`config.mk`:
```
export PLATFORM = sky130hd
export DESIGN_NAME = ext_irq_ctrl
export DESIGN_NICKNAME = d
export VERILOG_FILES = /design/src/rtl/ext_irq_ctrl.sv
export SDC_FILE = /design/constraint.sdc
export NUM_CORES = 1
export LEC_CHECK = 0
export BUFFER_PORTS_ARGS = -buffer_cell sky130_fd_sc_hd__buf_2
export CORE_AREA = 2 2 39 41
export CTS_CLUSTER_DIAMETER = 100
export DETAILED_ROUTE_END_ITERATION = 10
export DIE_AREA = 0 0 41 43
export GPL_ROUTABILITY_DRIVEN = 0
export SYNTH_ARGS = -nofsm -noshare
export SYNTH_HDL_FRONTEND = slang
export SYNTH_SLANG_ARGS = --single-unit
```
`constraint.sdc`:
```
create_clock -name clk -period 1.77 [get_ports clk]
set_input_delay 0.354 -clock clk [delete_from_list [all_inputs] [get_ports clk]]
set_output_delay 0.354 -clock clk [all_outputs]
set_load 0.005 [all_outputs]
```
`src/rtl/ext_irq_ctrl.sv`:
```
module ext_irq_ctrl #(
  parameter int DW = 8
) (
  input  logic          clk,
  input  logic          rst_n,
  input  logic          irq_pin_n,
  input  logic          reg_wr,
  input  logic [DW-1:0] reg_wdata,
  output logic [DW-1:0] reg_rdata,
  input  logic          vec_fetch,
  input  logic          global_disable,
  output logic          irq_req
);
  localparam int FLAG_B = 3;
  localparam int ACK_B  = 2;
  localparam int MASK_B = 1;
  localparam int MODE_B = 0;

  logic [2:0] sync_q;
  logic       pin_s, fall;
  logic       mode, mask, flag, acked;
  logic       ack;

  always_ff @(posedge clk or negedge rst_n)
    if (!rst_n) sync_q <= '0;
    else        sync_q <= {sync_q[1:0], irq_pin_n};

  assign pin_s = sync_q[1];
  assign fall  = sync_q[2] & ~sync_q[1];
  assign ack   = (reg_wr & reg_wdata[ACK_B]) | vec_fetch;

  always_ff @(posedge clk or negedge rst_n)
    if (!rst_n) begin
      mode <= 1'b0;
      mask <= 1'b0;
    end else if (reg_wr) begin
      mode <= reg_wdata[MODE_B];
      mask <= reg_wdata[MASK_B];
    end

  always_ff @(posedge clk or negedge rst_n)
    if (!rst_n) begin
      flag  <= 1'b0;
      acked <= 1'b0;
    end else if (fall) begin
      flag  <= 1'b1;
      acked <= 1'b0;
    end else if (!mode) begin
      if (ack) begin
        flag  <= 1'b0;
        acked <= 1'b0;
      end
    end else if ((ack || acked) && pin_s) begin
      flag  <= 1'b0;
      acked <= 1'b0;
    end else if (ack && flag) begin
      acked <= 1'b1;
    end

  always_comb begin
    reg_rdata         = '0;
    reg_rdata[FLAG_B] = flag;
    reg_rdata[MASK_B] = mask;
    reg_rdata[MODE_B] = mode;
  end

  assign irq_req = flag & ~mask & ~global_disable;
endmodule

```
==> key figures <==
STA
  – Final WS setup: 0.431 ns
  – Final TNS setup: 0 ns
  – Clk_skew: 0.00346 ns
  – Pins over their slew limit: 0
  – RSZ-0062 raised after global routing: no
  – Max frequency: 747 MHz
  – Hold slack: 0.209 ns
  – Minimum clock period after layout: 1.34 ns
  – Final hold violation count: 0
  – Period utilization: 75.7%
  – # setup viols final: 0

Clocking
  – CTS H-tree lvls: 1
  – CTS Buf Count: 3
  – Root Driver: clkbuf_4
  – CTS Buffer Depth: 2
  – Clock-pin slew on the worst setup and hold paths: 0.05 ns
  – # hold bufs at CTS: 1
  – CTS Sinks: 7
  – CTS tree: done
  – Post-CTS resize count: 0
  – Clk_lat worst skew: 0.25 ns
  – Post-CTS setup buffers: 0

Floorplan
  – # IOs: 23
  – Area of the core: 1380 µm²
  – Die H: 43 µm
  – Die Width: 41 µm
  – Std-Cell Rows: 14
  – Die footprint: 1760 µm²
  – Starting Density: 24.7%

Critical path
  – Critical-path maximum fanout: 4
  – Critical R2R Capture: acked
  – Crit Reg-Reg Startpoint: mode
  – Reg2reg path depth: 2
  – FF-to-FF setup slack: 0.81 ns
  – Critical path launch point type: register
  – CP Capture Type: primary output
  – Worst EP required: 1.42 ns
  – Arrival time worst endpoint: 0.99 ns
  – Setup CP Type: register to primary output

Synth
  – Synth Area per Inst: 11.4 µm²
  – Post-synthesis compound-gate area fraction: 8.42%
  – Cell with the most instances after synthesis: buf_4
  – Simple-gate share of the synthesized area: 9.52%
  – Most used DFF post-synth: dfrtp_1
  – Leading area contributor after synthesis: dfrtp_1
  – Mapped Cells: 30
  – Top post-synthesis cells by area: dfrtp_1, buf_4, mux2_1, mux2_4, nor3b_2
  – Sequential share of the synthesized area: 51.3%
  – Share of the synthesized area in the top cell type: 51.3%
  – Synth warn: 0
  – Netlist cell types: 15
  – EDFF count, synth: 0
  – Post-synthesis register bit count: 7
  – Most instantiated cells after synthesis: buf_4, dfrtp_1, a21oi_1, mux2_1
  – Ys async rst share: 100%
  – Synth Area in Adders: 0%
  – Largest family of logic cells by synthesized area: buffers and inverters
  – XOR/XNOR Fraction of Synth Area: 0%
  – Mapped Area: 342 µm²
  – Mux cell area share after synthesis: 11.0%

Finish
  – Filler cells: 149
  – Layout Nets: 58
  – Area Growth Syn to Fin: 20.9%
  – Fin cells: 59
  – Share of cells above drive strength 1: 41.9%
  – Number of diodes: 0
  – Final core utilization: 29.8%

Route
  – WL per Instance: 8.95 µm
  – DRC errors left: 0
  – Via density: 3.97
  – Final WL: 528 µm
  – Iter 0 DRT Violations: 2
  – Post-route ant nets: 0
  – DRT Pass-1 Iters: 2
  – Vias: 234

Min path
  – Hold Crit Start: irq_pin_n
  – Hold path cells: 1
  – Hold Path Sink: sync_q[0]
  – Worst min path class: input port to register

Placement
  – Dpl hpwl: 407 µm
  – DP Worst Slack: 0.675 ns
  – # port buffers: 12
  – Inst Count DP: 54

GRT
  – First-pass GRT wire length: 917 µm
  – Vias in the first global route: 240
  – Remaining global-route overflow: 0
  – Total global-route track usage: 8.61%
  – Largest net degree at the start of global routing: 8
  – Initial antenna violation count: 0

Power
  – Maximum vdd drop: 344 µV
  – Cell Pwr Density: 925 nW/µm²
  – Static Leak: 0.205 nW

Outcome
  – Run status: finished, final reports clean

Run
  – Maxcap violations: 0
-- metrics by stage --
step	cell area, µm²	total power, W
floorplan	357	0.000230
global placement	377	0.000237
detailed placement	377	0.000239
CTS	413	0.000389
global route	413	0.000409
finish	413	0.000382
-- critical path, stage by stage (launching register included) --
cell and delay (ns):
dfrtp_1 0.38, inv_1 0.07, nor3_1 0.15, buf_2 0.13
-- area by class of cell --
cell class | count | area, µm² | area share [%]
Multi-Input combinational cell | 18 | 118 | 28.5
Clock buffer | 4 | 26.3 | 6.36
Sequential cell | 7 | 175 | 42.4
Tap cell | 16 | 20.0 | 4.85
Timing Repair Buffer | 13 | 70.1 | 17.0
Inverter | 1 | 3.75 | 0.909
-- state kept, by name, indices dropped and copies added (netlist names) --
register / count
flag: 1
mode: 1
sync_q: 3
acked: 1
mask: 1
-- cell usage in the layout (no fill, tap or decap) --
cell type,netlist,final
nor2b_1,1,1
conb_1,1,5
nand3_1,1,1
nor3_1,1,1
mux2_4,1,1
clkbuf_4,0,3
buf_2,0,12
o21ai_1,1,1
clkbuf_1,0,1
dfrtp_1,7,7
inv_1,1,1
a21oi_2,1,1
nand2_1,1,1
a21oi_1,2,2
o21ai_0,1,1
mux2_1,2,2
nor3b_2,1,1
dlygate4sd3_1,0,1
-- routing by layer --
layer	vias up	track usage [%]	routed length, µm
li1	112	-	-
met1	107	9.27	220
met2	13	10.3	236
met3	2	6.28	62
met4	0	8.00	8
met5	-	0	0
-- power by group --
group	total (W)	switching, W	internal, W
combinational	0.0000509	0.0000224	0.0000286
sequential	0.000186	0.0000119	0.000174
clock	0.000145	0.0000594	0.0000860
-- worst max path at each step --
stage	start	cells past startpoint	endpoint
2_1_floorplan	flag	2	irq_req
3_3_place_gp	global_disable	3	irq_req
3_5_place_dp	global_disable	3	irq_req
4_1_cts	flag	3	irq_req
5_1_grt	flag	3	irq_req
6_report	flag	3	irq_req
-- kinds of logic after synthesis --
kind of cell / count (synthesis)
flops: 7
simple gates: 5
other cells: 1
compound gates: 5
buf+inv: 9
mux: 3
No activity file was read; power rests on OpenSTA's default activity.
